File: src/rtl/bpsel_pkg.sv
package bpsel_pkg;
  typedef enum logic [1:0] {
    MK_PRE  = 2'd0,
    MK_POST = 2'd1,
    MK_DATA = 2'd2,
    MK_RSVD = 2'd3
  } match_kind_e;

  typedef enum logic [1:0] {
    ST_IDLE  = 2'd0,
    ST_WPRE  = 2'd1,
    ST_WPOST = 2'd2,
    ST_DUE   = 2'd3
  } arm_state_e;
endpackage

File: src/rtl/bpsel_watch.sv
module bpsel_watch #(
  parameter int AW = 32
) (
  input  logic          clk,
  input  logic          rst,
  input  logic          capture,
  input  logic [AW-1:0] cap_addr,
  input  logic          bnd_valid,
  input  logic [AW-1:0] bnd_addr,
  input  logic          done_valid,
  input  logic [AW-1:0] done_addr,
  output logic          pre_hit,
  output logic          post_hit
);
  logic [AW-1:0] tag_q;

  always_ff @(posedge clk) begin
    if (rst)          tag_q <= '0;
    else if (capture) tag_q <= cap_addr;
  end

  // the recorded instruction reaches its boundary / finishes executing
  always_comb begin
    pre_hit  = bnd_valid  && (bnd_addr  == tag_q);
    post_hit = done_valid && (done_addr == tag_q);
  end
endmodule

File: src/rtl/bpsel_ctrl.sv
module bpsel_ctrl
  import bpsel_pkg::*;
(
  input  logic       clk,
  input  logic       rst,
  input  logic       match_valid,
  input  logic [1:0] match_kind,
  input  logic       pre_hit,
  input  logic       post_hit,
  input  logic       bnd_valid,
  input  logic       bnd_int_ok,
  output logic       capture,
  output logic       take
);
  arm_state_e st_q, st_d;
  logic data_now, inst_now, due;

  always_comb begin
    data_now = match_valid && (match_kind == MK_DATA);
    inst_now = match_valid && ((match_kind == MK_PRE) || (match_kind == MK_POST));
    due      = (st_q == ST_DUE) || data_now
             || ((st_q == ST_WPRE)  && pre_hit)
             || ((st_q == ST_WPOST) && post_hit);
    take     = due && bnd_valid && bnd_int_ok;
    capture  = (st_q == ST_IDLE) && inst_now && !due;

    st_d = st_q;
    if (take)         st_d = ST_IDLE;
    else if (due)     st_d = ST_DUE;
    else if (capture) st_d = (match_kind == MK_PRE) ? ST_WPRE : ST_WPOST;
  end

  always_ff @(posedge clk) begin
    if (rst) st_q <= ST_IDLE;
    else     st_q <= st_d;
  end
endmodule

File: src/rtl/bpsel_outreg.sv
module bpsel_outreg #(
  parameter int AW = 32
) (
  input  logic          clk,
  input  logic          rst,
  input  logic          take,
  input  logic [AW-1:0] bnd_addr,
  output logic          brk_req_o,
  output logic          suppress_o,
  output logic [AW-1:0] saved_pc_o
);
  always_ff @(posedge clk) begin
    if (rst) begin
      brk_req_o  <= 1'b0;
      suppress_o <= 1'b0;
      saved_pc_o <= '0;
    end else begin
      brk_req_o  <= take;
      suppress_o <= take;
      if (take) saved_pc_o <= bnd_addr;
    end
  end
endmodule

File: src/rtl/brk_pc_select.sv
module brk_pc_select #(
  parameter int AW = 32
) (
  input  logic          clk,
  input  logic          rst,
  input  logic          match_valid,
  input  logic [1:0]    match_kind,
  input  logic [AW-1:0] match_addr,
  input  logic          bnd_valid,
  input  logic [AW-1:0] bnd_addr,
  input  logic          bnd_int_ok,
  input  logic          done_valid,
  input  logic [AW-1:0] done_addr,
  output logic          brk_req_o,
  output logic          suppress_o,
  output logic [AW-1:0] saved_pc_o
);
  logic capture, take, pre_hit, post_hit;

  bpsel_watch #(.AW(AW)) u_watch (
    .clk(clk), .rst(rst), .capture(capture), .cap_addr(match_addr),
    .bnd_valid(bnd_valid), .bnd_addr(bnd_addr),
    .done_valid(done_valid), .done_addr(done_addr),
    .pre_hit(pre_hit), .post_hit(post_hit)
  );

  bpsel_ctrl u_ctrl (
    .clk(clk), .rst(rst), .match_valid(match_valid), .match_kind(match_kind),
    .pre_hit(pre_hit), .post_hit(post_hit),
    .bnd_valid(bnd_valid), .bnd_int_ok(bnd_int_ok),
    .capture(capture), .take(take)
  );

  bpsel_outreg #(.AW(AW)) u_out (
    .clk(clk), .rst(rst), .take(take), .bnd_addr(bnd_addr),
    .brk_req_o(brk_req_o), .suppress_o(suppress_o), .saved_pc_o(saved_pc_o)
  );
endmodule

File: config.mk
export PLATFORM = sky130hd
export DESIGN_NAME = brk_pc_select
export DESIGN_NICKNAME = d
export VERILOG_FILES = /design/src/rtl/bpsel_pkg.sv /design/src/rtl/bpsel_watch.sv /design/src/rtl/bpsel_ctrl.sv /design/src/rtl/bpsel_outreg.sv /design/src/rtl/brk_pc_select.sv
export SDC_FILE = /design/constraint.sdc
export NUM_CORES = 1
export LEC_CHECK = 0
export BUFFER_PORTS_ARGS = -buffer_cell sky130_fd_sc_hd__buf_2
export CAP_MARGIN = 10
export CORE_ASPECT_RATIO = 1.4
export CORE_MARGIN = 4
export CORE_UTILIZATION = 51
export DETAILED_ROUTE_END_ITERATION = 10
export PLACE_DENSITY_LB_ADDON = 0.2
export SYNTH_ARGS = -nofsm -noshare
export SYNTH_HDL_FRONTEND = slang
export SYNTH_HIERARCHICAL = 1
export SYNTH_SLANG_ARGS = --single-unit
File: constraint.sdc
create_clock -name clk -period 6.6 [get_ports clk]
set_input_delay 0.99 -clock clk [delete_from_list [all_inputs] [get_ports clk]]
set_output_delay 0.99 -clock clk [all_outputs]
set_load 0.01 [all_outputs]
# Word-level counts from Yosys, hierarchy flattened

Cells that the tools add are included.

Register bits after elaboration: 67
Input port bits: 104
Word-level logic and storage cells: 33

Equality and inequality tests: 7
Mux-type cells: 3
Reduce and logical (&&, ||, !) cells: 19

Operators with widths:

| cell                 | number |
|---|---|
| $eq A32 B32 Y1       | 2 |
| $logic_and A1 B1 Y1  | 10 |
| $eq A2 B2 Y1 const B | 3 |
| $mux W2              | 3 |
| $eq A2 B1 Y1 const B | 2 |
| $logic_not A2 Y1     | 2 |
| $logic_or A1 B1 Y1   | 4 |
| $reduce_bool A2 Y1   | 1 |
| $reduce_or A2 Y1     | 1 |
| $logic_not A1 Y1     | 1 |

# Longest topological paths before layout

Gate-level depths: netlist of run 1.

Word-level depth: 9
Depth in mapped cells: 10

# Modules after synthesis

Netlist of run 1, hierarchy kept.

By module, submodules not included:

| module       | instances | cells an instance | area each (um2) | sequential area each (um2) |
|---|---|---|---|---|
| bpsel_watch  | 1         | 191               | 1825.5          | 640.6 |
| bpsel_outreg | 1         | 107               | 1209.9          | 660.6 |
| bpsel_ctrl   | 1         | 17                | 140.1           | 40.0 |

# Least setup slack after synthesis of run 1

No wires, ideal clock.

Path type: input to register
Start point: input port bnd_addr[1]
End point: register u_out.saved_pc_o[3]
Arrival: 2.722 ns
Path slack: 3.761 ns
Cell stages on the path: 10
Path buffers: 2
Cell sequence: xor2_1 a2111oi_2 o2111ai_1 nor4_2 o21ai_1 a31oi_2 buf_6 buf_12 mux2i_1 nor2_2

Longest elaborated chain between the ends: 7

Ends and longest elaborated chain:

| what                              | RTL line            | text |
|---|---|---|
| start: declaration                | brk_pc_select.sv:10 | `input logic [AW-1:0] bnd_addr,` |
| $eq A32 B32 Y1                    | bpsel_watch.sv:24   | `pre_hit = bnd_valid && (bnd_addr == tag_q);` |
| $logic_and A1 B1 Y1               | bpsel_watch.sv:24   |  |
| via pre_hit                       | brk_pc_select.sv:18 | `logic capture, take, pre_hit, post_hit;` |
| $logic_and A1 B1 Y1               | bpsel_ctrl.sv:22    | `\|\| ((st_q == ST_WPRE) && pre_hit)` |
| $logic_or A1 B1 Y1                | bpsel_ctrl.sv:22    |  |
| $logic_or A1 B1 Y1                | bpsel_ctrl.sv:23    | `\|\| ((st_q == ST_WPOST) && post_hit);` |
| $logic_and A1 B1 Y1 (2 in series) | bpsel_ctrl.sv:24    | `take = due && bnd_valid && bnd_int_ok;` |
| via take                          | brk_pc_select.sv:18 |  |
| end signal: assignment            | bpsel_outreg.sv:20  | `if (take) saved_pc_o <= bnd_addr;` |
| end: declaration                  | bpsel_outreg.sv:10  | `output logic [AW-1:0] saved_pc_o` |

The timed path passes the listed nets, and every way through them passes these cells.
A chain may end at the register's enable or synchronous reset.

# Worst setup path in the final report of run 1

Start point: input port bnd_addr[20]
End point: register u_out.saved_pc_o[12]

The elaborated chain is that of the path after synthesis.

==> impl_results.rst, run 1 <==
.. list-table::
   :header-rows: 1

   * - Metric
     - Value
   * - Root buffer selected by CTS
     - clkbuf_8
   * - Number of remaining DRC errors
     - 0
   * - Most frequent cell after synthesis
     - dfxtp_1
   * - Share of the clock period used by the worst path
     - 0.5306
   * - Sink count of the clock tree
     - 67
   * - Critical Path End Type
     - flip-flop
   * - Worst supply voltage drop on vdd
     - 0.0001583 V
   * - Number of max-slew violations in the final report
     - 0
   * - Final setup violation count
     - 0
   * - CP max-delay cell
     - a31oi_4
   * - Final core area utilization
     - 0.6909
   * - Share of synthesized area occupied by flip-flops and latches
     - 0.4224
   * - Worst-skew pair later-pin latency
     - 340 ps
   * - Post-synthesis cell type with the largest combined area
     - dfxtp_1
   * - Kind of cell adding the most delay to the critical path
     - simple AND/OR/NAND/NOR gates
   * - Worst Hold Path EP
     - u_out/saved_pc_o[27]
   * - Number of buffers added for setup after CTS
     - 0
   * - Area share of the largest cell type after synthesis
     - 0.4224
   * - Clock-pin slew reported for the worst setup and hold paths after clock tree synthesis
     - 70 ps
   * - Ys async rst share
     - 0
   * - Logic gate share of total power
     - 0.129
   * - Total routing usage reported by global routing
     - 0.2230
   * - Final setup skew
     - 5.430 ps
   * - Share of total power consumed by net switching
     - 0.2340
   * - FF-to-FF path depth
     - 9
   * - Category of the worst setup path launch point
     - input port
   * - Die extent in x
     - 74.69 um
   * - Area of combinational cells with multiple inputs
     - 1718 um2
   * - Tightest slew margin relative to the limit
     - 0.4139
   * - Via count of the first global-routing pass
     - 2706
   * - Post-detailed-routing wire length
     - 8.294 mm
   * - Yosys cell types
     - 32
   * - Placement row count
     - 33
   * - Arrival @ worst endpoint
     - 3690 ps
   * - Wire length of the first global-routing pass
     - 12.68 mm
   * - Remaining antenna violation count after routing
     - 0
   * - Power density relative to cell area
     - 235.3 nW/um2
   * - Area of the die
     - 7571 um2
   * - Leftover overflow at the end of global routing
     - 0
   * - Number of nets at the end of the flow
     - 555
   * - Number of iterations in the first detailed-routing pass
     - 4
   * - Number of non-filler instances in the completed layout
     - 526
   * - End of the worst register-to-register path
     - u_out/saved_pc_o[12]
   * - Largest net degree at the start of global routing
     - 68
   * - Power share of the sequential group
     - 0.447
   * - Final estimated routing congestion in global placement
     - 0.7973
   * - Count of buffers inserted at the top-level ports
     - 137
   * - MaxCap Viol Count
     - 0
   * - Number of inserted filler cells in the final layout
     - 520
   * - Number of hold-repair buffers added at the cts stage
     - 0
   * - Leakage dissipation
     - 1.939 nW
   * - Boundary pin count
     - 138
   * - Ordered list of cells on the worst path
     - buf_2 -> xor2_1 -> nor4_1 -> nand4_1 -> nor4_2 -> o21ai_1 -> a31oi_4 -> buf_4 -> mux2i_1 -> nor2_1
   * - Relative contribution of the clock network to total power
     - 0.424
   * - Clk buf depth
     - 2
   * - Detail-routed via count per cell
     - 5.061
   * - Worst hold-check path type
     - flip-flop to flip-flop
   * - Post-Syn Nets
     - 419
   * - Top area cells in the synthesized netlist
     - dfxtp_1, mux2i_1, xor2_1, nor2_1, nor4_1
   * - Worst setup slack before clock tree synthesis
     - 2764 ps
   * - Area of the placeable core
     - 5946 um2
   * - Power Internal
     - 0.7404 mW
   * - Die span in y
     - 101.4 um
   * - Transition time at the pin with the least slew margin
     - 876.8 ps
   * - Post-synth EDFFs
     - 0
   * - Synthesized area per cell
     - 10.08 um2
   * - Synthesis warning total
     - 6
   * - Starting density of the core
     - 0.5341
   * - Delay of the slowest critical-path stage
     - 580 ps
   * - Register area
     - 1341 um2
   * - Launching point of the worst reg2reg path
     - u_watch/tag_q[31]
   * - Category of the most critical setup path
     - input port to flip-flop
   * - Number of gates resized after CTS
     - 0
   * - Number of buffers created by CTS
     - 9
   * - Net switching power
     - 0.2262 mW
   * - Cell area after synthesis
     - 3176 um2
   * - Register bit count reported by yosys
     - 67
   * - Cell Count Post-Placement
     - 510
   * - Number of buffers and inverters on the critical path
     - 2
   * - Post-DR wirelength/cell
     - 15.77 um
   * - CTS H-tree lvls
     - 3
   * - Reg2Reg Setup Slack
     - 3490 ps
   * - Number of inserted diodes
     - 0
   * - Run status
     - completed
   * - Share of post-route cells with drive strength above 1
     - 0.3553
   * - Number of instances in the synthesized netlist
     - 315
   * - Sum of net half-perimeters after detailed placement
     - 6.472 mm
   * - Number of antenna violations at the first check in global routing
     - 0
   * - Total count of hold-check failures in the final report
     - 0
   * - Relative area change from synthesis to final layout
     - 29.35%
   * - Overall via count from detail_route
     - 2662
   * - Worst endpoint required time
     - 6790 ps
   * - Startpoint of the lowest-slack hold path
     - u_out/saved_pc_o[27]
   * - Clock period minus final worst setup slack
     - 3502 ps
   * - Initial drt markers
     - 149
   * - Clock tree from TritonCTS
     - built
   * - Setup repair after global routing missed its margin
     - no
   * - List of most frequent post-synthesis cells
     - dfxtp_1, mux2i_1, nor2_1, xor2_1, nor4_1
   * - Maximum fanout encountered on the critical timing path
     - 21
   * - Main synth FF type
     - dfxtp_1
   * - Highest clock frequency the design can meet
     - 0.2855 GHz
   * - WHS Path Cells
     - 2
   * - Summed negative setup slack over all endpoints
     - 0 ps
   * - PnR worst setup slack
     - 3098 ps
## worst max-delay path by stage
| stage | from | to | slack, ps | cells after the start |
|---|---|---|---|---|
| after global routing | bnd_addr[31] | u_out/saved_pc_o[23] | 2860 | 10 |
| after CTS | bnd_addr[31] | u_out/saved_pc_o[4] | 3080 | 10 |
| after global placement | bnd_addr[31] | u_out/saved_pc_o[4] | 2830 | 10 |
| after floorplan | bnd_addr[1] | u_out/saved_pc_o[3] | 3760 | 10 |
| after detailed placement | bnd_addr[31] | u_out/saved_pc_o[4] | 2760 | 10 |
| final | bnd_addr[20] | u_out/saved_pc_o[12] | 3100 | 10 |
## registers in the layout, summed over array words and instances (netlist names)
register          flops
u_out/suppress_o      1
u_ctrl/st_q           2
u_watch/tag_q        32
u_out/saved_pc_o     32
## layout make-up
class                   count  area share
flip-flops and latches     67      0.3265
clock buffers              11     0.03442
multi-input cells         231      0.4182
clock inverters             5     0.02437
inverters                   1   0.0009138
well taps                  70     0.02132
repair buffers            141      0.1742
## layer usage
layer,track usage,up-vias,share of wire,wire [um]
li1,-,1333,-,-
met3,0.06455,13,0.088,727
met5,0,-,0,0
met2,0.3649,107,0.50,4146
met1,0.2631,1209,0.39,3240
met4,0.1096,0,0.022,180
## power by group through the flow
| stage | sequential [mW] | combinational [mW] | clock, mW |
|---|---|---|---|
| 2_1_floorplan | 0.440 | 0.0680 | 0 |
| 3_3_place_gp | 0.441 | 0.123 | 0 |
| 3_5_place_dp | 0.441 | 0.125 | 0 |
| 4_1_cts | 0.432 | 0.126 | 0.417 |
| 5_1_grt | 0.434 | 0.137 | 0.433 |
| 6_report | 0.432 | 0.124 | 0.410 |
## per-stage QoR
stage / hold slack [ps] / area [um2] / total power [mW]
floorplan: 519.8 / 3176 / 0.5081
global placement: 468.9 / 3866 / 0.5638
detailed placement: 473.6 / 3866 / 0.5662
CTS: 491.8 / 4108 / 0.9750
global route: 516.7 / 4108 / 1.004
finish: 490.1 / 4108 / 0.9667
## placed cells by master, fill, tap and decap left out, types with 4 or more instances in the layout
| cell | n |
|---|---|
| buf_2 | 137 |
| dfxtp_1 | 67 |
| mux2i_1 | 64 |
| nor2_1 | 62 |
| xor2_1 | 58 |
| nor4_1 | 13 |
| clkbuf_8 | 10 |
| xnor2_1 | 5 |
| buf_4 | 4 |
## cells by family (layout without fill, tap and decap cells)
family / after synthesis / in the layout / synth area share
buffers and inverters: 17 / 158 / 0.04137
AND/OR/NAND/NOR: 96 / 96 / 0.1395
AO/OA/AOI/OAI: 8 / 8 / 0.02127
flip-flops: 67 / 67 / 0.4224
multiplexers: 64 / 64 / 0.2017
XOR/XNOR: 63 / 63 / 0.1738
## tightest hold or removal path, cell delays in order, from the launching register on
cell	delay (ps)
dfxtp_1	320
mux2i_1	60
nor2_1	70
Note: power is estimated with default switching activity, not from simulation.
==> run 2, diff against run 1 <==
--- a/config.mk
+++ b/config.mk
@@ -9,7 +9,7 @@
 export CAP_MARGIN = 10
 export CORE_ASPECT_RATIO = 1.4
 export CORE_MARGIN = 4
-export CORE_UTILIZATION = 51
+export CORE_UTILIZATION = 47
 export DETAILED_ROUTE_END_ITERATION = 10
 export PLACE_DENSITY_LB_ADDON = 0.2
 export SYNTH_ARGS = -nofsm -noshare
==> constraint.sdc (replaced) <==
create_clock -name clk -period 3.4 [get_ports clk]
set_input_delay 0.51 -clock clk [delete_from_list [all_inputs] [get_ports clk]]
set_output_delay 0.51 -clock clk [all_outputs]
set_load 0.01 [all_outputs]
==> run 2 against run 1 <==
  * Worst setup slack got worse by 2300 ps
  * Clock skew barely moved
  * Clock power rose by 110%
  * Count of clock-buffer cells in the layout did not move
  * Die area rose by 7.7%
  * Global-route usage fell by 1.7 points
  * Critical path type is now flip-flop to flip-flop
  * Highest routed layer unchanged
==> impl_results.rst, run 2 (synthesis results as in run 1) <==
.. list-table::
   :header-rows: 1

   * - Metric
     - Value
   * - Boundary pin count
     - 138 (unchanged)
   * - Power density relative to cell area
     - 466.0 nW/um2 (+98%)
   * - Biggest registers after layout
     - u_out/saved_pc_o (32), u_watch/tag_q (32), u_ctrl/st_q (2)
   * - Most frequent standard cell in the layout excluding fill and tap cells
     - buf_2
   * - Via count of the first global-routing pass
     - 2718 (+0.44%)
   * - Maximum fanout encountered on the critical timing path
     - 21 (unchanged)
   * - Remaining antenna violation count after routing
     - 0 (unchanged)
   * - Die span in y
     - 105.3 um (+3.8%)
   * - Post-DR wirelength/cell
     - 15.79 um (+0.11%)
   * - CTS H-tree lvls
     - 3 (unchanged)
   * - Worst endpoint required time
     - 3590 ps (-3200 ps)
   * - Count of buffers inserted at the top-level ports
     - 137 (unchanged)
   * - Leakage dissipation
     - 1.951 nW (+0.64%)
   * - Highest clock frequency the design can meet
     - 0.3873 GHz
   * - Category of the worst setup path launch point
     - flip-flop
   * - CP max-delay cell
     - nor4_1
   * - Relative area change from synthesis to final layout
     - 30.61%
   * - Number of hold-repair buffers added at the cts stage
     - 0 (unchanged)
   * - Worst hold-check path type
     - input port to flip-flop
   * - Number of max-slew violations in the final report
     - 0 (unchanged)
   * - Overall via count from detail_route
     - 2638 (-0.90%)
   * - Ordered list of cells on the worst path
     - xor2_1 -> nor4_1 -> nand4_1 -> nor3_1 -> nand2_1 -> a31oi_4 -> buf_12 -> mux2i_1 -> nor2_1
   * - Largest net degree at the start of global routing
     - 39 (-43%)
   * - Clk buf depth
     - 2 (unchanged)
   * - Final core area utilization
     - 0.6314 (-0.05944)
   * - Share of the clock period used by the worst path
     - 0.7594
   * - Leftover overflow at the end of global routing
     - 0 (unchanged)
   * - Number of gates resized after CTS
     - 0 (unchanged)
   * - Area of the placeable core
     - 6569 um2 (+10%)
   * - Final estimated routing congestion in global placement
     - 0.8140 (+2.1%)
   * - Placement row count
     - 35 (+6.1%)
   * - Tightest slew margin relative to the limit
     - 0.5282 (+0.1143)
   * - Reg2Reg Setup Slack
     - 820 ps (-2670 ps)
   * - Transition time at the pin with the least slew margin
     - 707.6 ps (-169.1 ps)
   * - Summed negative setup slack over all endpoints
     - 0 ps (unchanged)
   * - Number of remaining DRC errors
     - 0 (unchanged)
   * - Number of nets at the end of the flow
     - 556 (+0.18%)
   * - Detail-routed via count per cell
     - 4.968 (-1.8%)
   * - Share of post-route cells with drive strength above 1
     - 0.3545 (-0.0007774)
   * - Number of antenna violations at the first check in global routing
     - 0 (unchanged)
   * - Number of inserted diodes
     - 0 (unchanged)
   * - Worst supply voltage drop on vdd
     - 0.0002887 V (+82%)
   * - Run status
     - completed
   * - Clock tree from TritonCTS
     - built
   * - Arrival @ worst endpoint
     - 2780 ps (-910 ps)
   * - Root buffer selected by CTS
     - clkbuf_8
   * - Commonest cells after routing, fill and taps aside
     - buf_2, dfxtp_1, mux2i_1
   * - Critical Path End Type
     - flip-flop
   * - Area of the die
     - 8154 um2 (+7.7%)
   * - Clock period minus final worst setup slack
     - 2582 ps
   * - Die extent in x
     - 77.47 um (+3.7%)
   * - Delay of the slowest critical-path stage
     - 440 ps (-140 ps)
   * - Setup repair after global routing missed its margin
     - no
   * - Sink count of the clock tree
     - 67 (unchanged)
   * - Post-detailed-routing wire length
     - 8.382 mm (+1.1%)
   * - Category of the most critical setup path
     - flip-flop to flip-flop
   * - Total count of hold-check failures in the final report
     - 0 (unchanged)
   * - Sum of net half-perimeters after detailed placement
     - 6.640 mm (+2.6%)
   * - Number of buffers created by CTS
     - 9 (unchanged)
   * - Final setup skew
     - 5.368 ps (-0.06234 ps)
   * - Number of inserted filler cells in the final layout
     - 605 (+16%)
   * - Total routing usage reported by global routing
     - 0.2061 (-0.01692)
   * - Clock-pin slew reported for the worst setup and hold paths after clock tree synthesis
     - 70 ps (about the same)
   * - Wire length of the first global-routing pass
     - 13.00 mm (+2.6%)
   * - Final setup violation count
     - 0 (unchanged)
   * - Starting density of the core
     - 0.4834 (-0.05066)
   * - Worst-skew pair later-pin latency
     - 340 ps (about the same)
   * - Number of buffers added for setup after CTS
     - 0 (unchanged)
   * - MaxCap Viol Count
     - 0 (unchanged)
   * - Initial drt markers
     - 79 (-47%)
   * - Number of iterations in the first detailed-routing pass
     - 4 (unchanged)
## run 2: per-layer routing
metal / share of wire / GRT usage / vias up
li1: - / - / 1338
met4: 0.019 / 0.09669 / 0
met1: 0.40 / 0.2371 / 1201
met2: 0.52 / 0.3554 / 86
met3: 0.060 / 0.05043 / 13
met5: 0 / 0 / -
## run 2: final cells by class
class	instances	area, um2	share of cell area
Timing Repair Buffer	142	735.7	0.1774
Clock buffer	11	131.4	0.03167
Multi-Input combinational cell	231	1718	0.4142
Clock inverter	5	125.1	0.03017
Tap cell	74	92.59	0.02232
Sequential cell	67	1341	0.3234
Inverter	1	3.754	0.0009050
## run 2: worst paths after layout
check,startpoint,endpoint,depth (start not counted)
worst min register to register,u_out/saved_pc_o[8],u_out/saved_pc_o[8],2
worst min-delay path,match_addr[24],u_watch/tag_q[24],3
worst max register to register,u_watch/tag_q[16],u_out/saved_pc_o[20],9
worst max-delay path,u_watch/tag_q[16],u_out/saved_pc_o[20],9
## run 2: stage by stage
step | hold WS (ps) | setup slack, ps | std cells | area [um2] | power, mW
floorplan | 519.8 | 1041 | 315 | 3176 | 0.9862
global placement | 468.5 | 539.9 | 515 | 3891 | 1.099
detailed placement | 477.4 | 548.5 | 515 | 3891 | 1.102
CTS | 386.3 | 789.6 | 531 | 4148 | 1.952
global route | 398.5 | 532.4 | 531 | 4148 | 2.010
finish | 405.1 | 818.0 | 531 | 4148 | 1.933
## run 2: critical path: cells and delay by family, from the launching register on
kind                   cells  cell delay (ps)
buffers and inverters      1              250
AND/OR/NAND/NOR            5             1070
AO/OA/AOI/OAI              1              350
flip-flops                 1              350
multiplexers               1              230
XOR/XNOR                   1              170
## run 2: where the power goes
part | internal [mW] | switching, mW | leakage [nW]
combinational | 0.121 | 0.123 | 1.28
sequential | 0.812 | 0.0271 | 0.544
clock | 0.561 | 0.288 | 0.128
total | 1.49 | 0.439 | 1.95
==> run 3, diff against run 2 <==
--- a/config.mk
+++ b/config.mk
@@ -5,11 +5,12 @@
 export SDC_FILE = /design/constraint.sdc
 export NUM_CORES = 1
 export LEC_CHECK = 0
+export ABC_AREA = 1
 export BUFFER_PORTS_ARGS = -buffer_cell sky130_fd_sc_hd__buf_2
 export CAP_MARGIN = 10
 export CORE_ASPECT_RATIO = 1.4
 export CORE_MARGIN = 4
-export CORE_UTILIZATION = 47
+export CORE_UTILIZATION = 50
 export DETAILED_ROUTE_END_ITERATION = 10
 export PLACE_DENSITY_LB_ADDON = 0.2
 export SYNTH_ARGS = -nofsm -noshare
==> constraint.sdc (replaced) <==
create_clock -name clk -period 2.5 [get_ports clk]
set_input_delay 0.375 -clock clk [delete_from_list [all_inputs] [get_ports clk]]
set_output_delay 0.375 -clock clk [all_outputs]
set_load 0.01 [all_outputs]
==> run 3 against run 2 <==
  * First-iteration DRC count grew to 2.8 times the previous value
  * Cell count is 58% higher
  * Highest routed layer unchanged
  * Final area is 13% higher
  * Sequential share of layout area is 3.7 points lower
  * Via count is 45% higher
  * Critical endpoint is now u_out/saved_pc_o[10]
  * Combinational power is 100% higher
  * Worst setup slack worse by 410 ps
  * Global-route usage is 2.3 points higher
  * Maximum frequency is 24% higher
==> impl_results.rst, run 3 <==
.. list-table::
   :header-rows: 1

   * - Metric
     - Value
   * - Run status
     - completed
   * - Worst setup slack before clock tree synthesis
     - 411.1 ps (-137.4 ps)
   * - Tightest slew margin relative to the limit
     - 0.2742 (-0.2540)
   * - PnR worst setup slack
     - 411.7 ps (-406.3 ps)
   * - Area of the placeable core
     - 7407 um2 (+13%)
   * - Clock-pin slew reported for the worst setup and hold paths after clock tree synthesis
     - 80 ps (about the same)
   * - Number of antenna violations at the first check in global routing
     - 1 (+1)
   * - Post-synth EDFFs
     - 0 (unchanged)
   * - Met3 Usage GRT
     - 0.03317 (-0.01726)
   * - Most frequent cell after synthesis
     - nand2_1
   * - Worst-skew pair later-pin latency
     - 340 ps (about the same)
   * - Maximum fanout encountered on the critical timing path
     - 65 (+210%)
   * - Area of combinational cells with multiple inputs
     - 1933 um2 (+13%)
   * - Number of remaining DRC errors
     - 0 (unchanged)
   * - Transition time at the pin with the least slew margin
     - 1087 ps (+379.4 ps)
   * - Post-Syn Nets
     - 710 (+69%)
   * - Final setup violation count
     - 0 (unchanged)
   * - Main synth FF type
     - dfxtp_1
   * - Category of the most critical setup path
     - flip-flop to flip-flop
   * - Area share of the largest cell type after synthesis
     - 0.3511 (-0.07125)
   * - Setup repair after global routing missed its margin
     - no
   * - Category of the worst setup path launch point
     - flip-flop
   * - Register bit count reported by yosys
     - 67 (unchanged)
   * - Kind of cell adding the most delay to the critical path
     - simple AND/OR/NAND/NOR gates
   * - Total routing usage reported by global routing
     - 0.2286 (+0.02250)
   * - Commonest cells after routing, fill and taps aside
     - nand2_1, buf_2, nor2_1
   * - Clock period minus final worst setup slack
     - 2088 ps (-493.7 ps)
   * - Initial drt markers
     - 222 (+180%)
   * - Root buffer selected by CTS
     - clkbuf_8
   * - Routing usage on met2
     - 0.3810 (+0.02563)
   * - Number of nets at the end of the flow
     - 841 (+51%)
   * - Biggest registers after layout
     - u_out/saved_pc_o (32), u_watch/tag_q (32), u_ctrl/st_q (2)
   * - Count of buffers inserted at the top-level ports
     - 137 (unchanged)
   * - Sum of net half-perimeters after detailed placement
     - 8.144 mm (+23%)
   * - Number of hold-repair buffers added at the cts stage
     - 0 (unchanged)
   * - Launching point of the worst reg2reg path
     - u_watch/tag_q[1]
   * - Power density relative to cell area
     - 531.4 nW/um2 (+14%)
   * - Number of buffers added for setup after CTS
     - 0 (unchanged)
   * - Die extent in x
     - 81.87 um (+5.7%)
   * - Number of buffers created by CTS
     - 9 (unchanged)
   * - Worst endpoint required time
     - 2730 ps (-860 ps)
   * - Final standard cell area without fillers
     - 4688 um2 (+13%)
   * - Relative area change from synthesis to final layout
     - 22.73%
   * - Share of post-route cells with drive strength above 1
     - 0.2561 (-0.09842)
   * - Cell area after synthesis
     - 3820 um2 (+20%)
   * - Synthesized area per cell
     - 6.303 um2 (-37%)
   * - Leftover overflow at the end of global routing
     - 0 (unchanged)
   * - Ordered list of cells on the worst path
     - inv_1 -> nand2_1 -> o21ai_0 -> nor2_1 -> nand2_1 -> nor2_1 -> nand3_1 -> nor2_1 -> nand2_1 -> nand2_1 -> nand2_1 -> nand2_2 -> nand2_2 -> inv_2 -> buf_12 -> nand2_1 -> nand2_1 -> nor2_1
   * - Worst supply voltage drop on vdd
     - 0.0003117 V (+8.0%)
   * - Register area
     - 1341 um2 (unchanged)
   * - Summed negative setup slack over all endpoints
     - 0 ps (unchanged)
   * - Most frequent standard cell in the layout excluding fill and tap cells
     - nand2_1
   * - Share of synthesized area occupied by flip-flops and latches
     - 0.3511 (-0.07125)
   * - Number of instances in the synthesized netlist
     - 606 (+92%)
   * - MaxCap Viol Count
     - 0 (unchanged)
   * - Boundary pin count
     - 138 (unchanged)
   * - Number of gates resized after CTS
     - 0 (unchanged)
   * - Leakage dissipation
     - 2.542 nW (+30%)
   * - Final setup skew
     - 11.33 ps (+5.958 ps)
   * - CTS H-tree lvls
     - 3 (unchanged)
   * - Instance count on the critical path
     - 18 (+9)
   * - Clock tree from TritonCTS
     - built
   * - List of most frequent post-synthesis cells
     - nand2_1, nor2_1, inv_1, dfxtp_1, a211oi_2
   * - Overall via count from detail_route
     - 3837 (+45%)
   * - Final estimated routing congestion in global placement
     - 0.8742 (+7.4%)
   * - Remaining antenna violation count after routing
     - 0 (unchanged)
   * - Worst hold-check path type
     - input port to flip-flop
   * - Highest clock frequency the design can meet
     - 0.4789 GHz (+24%)
   * - FF-to-FF path depth
     - 18 (+9)
   * - Placement row count
     - 37 (+5.7%)
   * - Yosys cell types
     - 23 (-28%)
   * - Detail-routed via count per cell
     - 4.568 (-8.1%)
   * - Post-synthesis cell type with the largest combined area
     - dfxtp_1
   * - CP max-delay cell
     - dfxtp_1
   * - Critical Path End Type
     - flip-flop
   * - End of the worst register-to-register path
     - u_out/saved_pc_o[10]
   * - Design Power
     - 2.491 mW (+29%)
   * - Arrival @ worst endpoint
     - 2310 ps (-470 ps)
   * - Final core area utilization
     - 0.6329 (+0.001510)
   * - Post-detailed-routing wire length
     - 10.17 mm (+21%)
   * - Via count of the first global-routing pass
     - 3577 (+32%)
   * - Total count of hold-check failures in the final report
     - 0 (unchanged)
   * - Timing endpoint of the critical path
     - u_out/saved_pc_o[10]
   * - Number of inserted filler cells in the final layout
     - 773 (+28%)
   * - Wire length of the first global-routing pass
     - 16.22 mm (+25%)
   * - Largest net degree at the start of global routing
     - 66 (+69%)
   * - M1 GR Usage
     - 0.2874 (+0.05028)
   * - Top area cells in the synthesized netlist
     - dfxtp_1, nand2_1, nor2_1, inv_1, a211oi_2
   * - Number of max-slew violations in the final report
     - 0 (unchanged)
   * - Ys async rst share
     - 0 (unchanged)
   * - Die span in y
     - 111.4 um (+5.9%)
   * - Clk buf depth
     - 2 (unchanged)
   * - Sink count of the clock tree
     - 67 (unchanged)
   * - Area of the die
     - 9122 um2 (+12%)
   * - Share of the clock period used by the worst path
     - 0.8353 (+0.07591)
   * - Number of iterations in the first detailed-routing pass
     - 4 (unchanged)
   * - Critical Path Start
     - u_watch/tag_q[1]
   * - Number of buffers and inverters on the critical path
     - 3 (+2)
   * - Post-DR wirelength/cell
     - 12.10 um (-23%)
   * - Synthesis warning total
     - 6 (unchanged)
   * - Placement-stage cell area
     - 4499 um2 (+16%)
   * - Delay of the slowest critical-path stage
     - 350 ps (-90 ps)
   * - Most used routing layer in global routing
     - met2
   * - Reg2Reg Setup Slack
     - 410 ps (-410 ps)
   * - Most prevalent standard cell on the critical path
     - nand2_1
   * - Starting density of the core
     - 0.5157 (+0.03228)
run 3: cell types whose count changed after synthesis, moves of 10 or more:
cell,before,now
nor2_1,62,127
inv_1,1,96
nand2_1,3,211
o21ai_0,1,11
nor4_1,13,0
a211oi_2,0,24
mux2i_1,64,0
xor2_1,58,4
run 3: worst reg2reg max path: stages (launching register included):
cell     delay, ps
dfxtp_1        350
inv_1           80
nand2_1         70
o21ai_0        100
nor2_1         130
nand2_1         60
nor2_1         130
nand3_1         90
nor2_1          90
nand2_1         80
nand2_1         60
nand2_1         50
nand2_2         70
nand2_2         70
inv_2           70
buf_12         250
nand2_1        120
nand2_1         60
nor2_1          40
run 3: worst min path at each step:
stage	cells after the start	endpoint	startpoint	slack [ps]
CTS	3	u_watch/tag_q[20]	match_addr[20]	260
detailed placement	2	u_out/saved_pc_o[12]	u_out/saved_pc_o[12]	460
finish	3	u_watch/tag_q[20]	match_addr[20]	280
floorplan	1	u_out/suppress_o	rst	450
global placement	2	u_out/saved_pc_o[21]	u_out/saved_pc_o[21]	450
global route	3	u_watch/tag_q[20]	match_addr[20]	270
run 3: metrics by stage:
stage	hold WS, ps	instances
floorplan	446.3	606
global placement	452.4	823
detailed placement	459.4	823
CTS	260.0	839
global route	274.1	840
finish	278.1	840
run 3: cells by family after synthesis:
| family | count (synthesis) | synth area share |
|---|---|---|
| AO/OA/AOI/OAI | 47 | 0.1107 |
| flip-flops | 67 | 0.3511 |
| XOR/XNOR | 18 | 0.04127 |
| buffers and inverters | 121 | 0.1428 |
| AND/OR/NAND/NOR | 353 | 0.3541 |
run 3: cell type report:
type / count / area share
clock inverter: 5 / 0.007473
clock buffer: 11 / 0.03229
multi-input combinational: 418 / 0.4123
inverter: 100 / 0.08006
tap: 97 / 0.02589
antenna: 1 / 0.0005338
timing repair buffer: 141 / 0.1553
sequential: 67 / 0.2861
run 3: metal layers:
layer | routed length, um | up-vias | part of all wire
met1 | 4148 | 1656 | 0.41
met4 | 250 | 0 | 0.025
met2 | 5081 | 111 | 0.50
met5 | 0 | - | 0
met3 | 684 | 16 | 0.067
li1 | - | 2054 | -
run 3: where the power goes:
part           total [mW]  internal, mW  switching (mW)
combinational       0.488         0.206           0.282
sequential           1.16          1.12          0.0380
clock               0.842         0.418           0.424
total                2.49          1.75           0.744
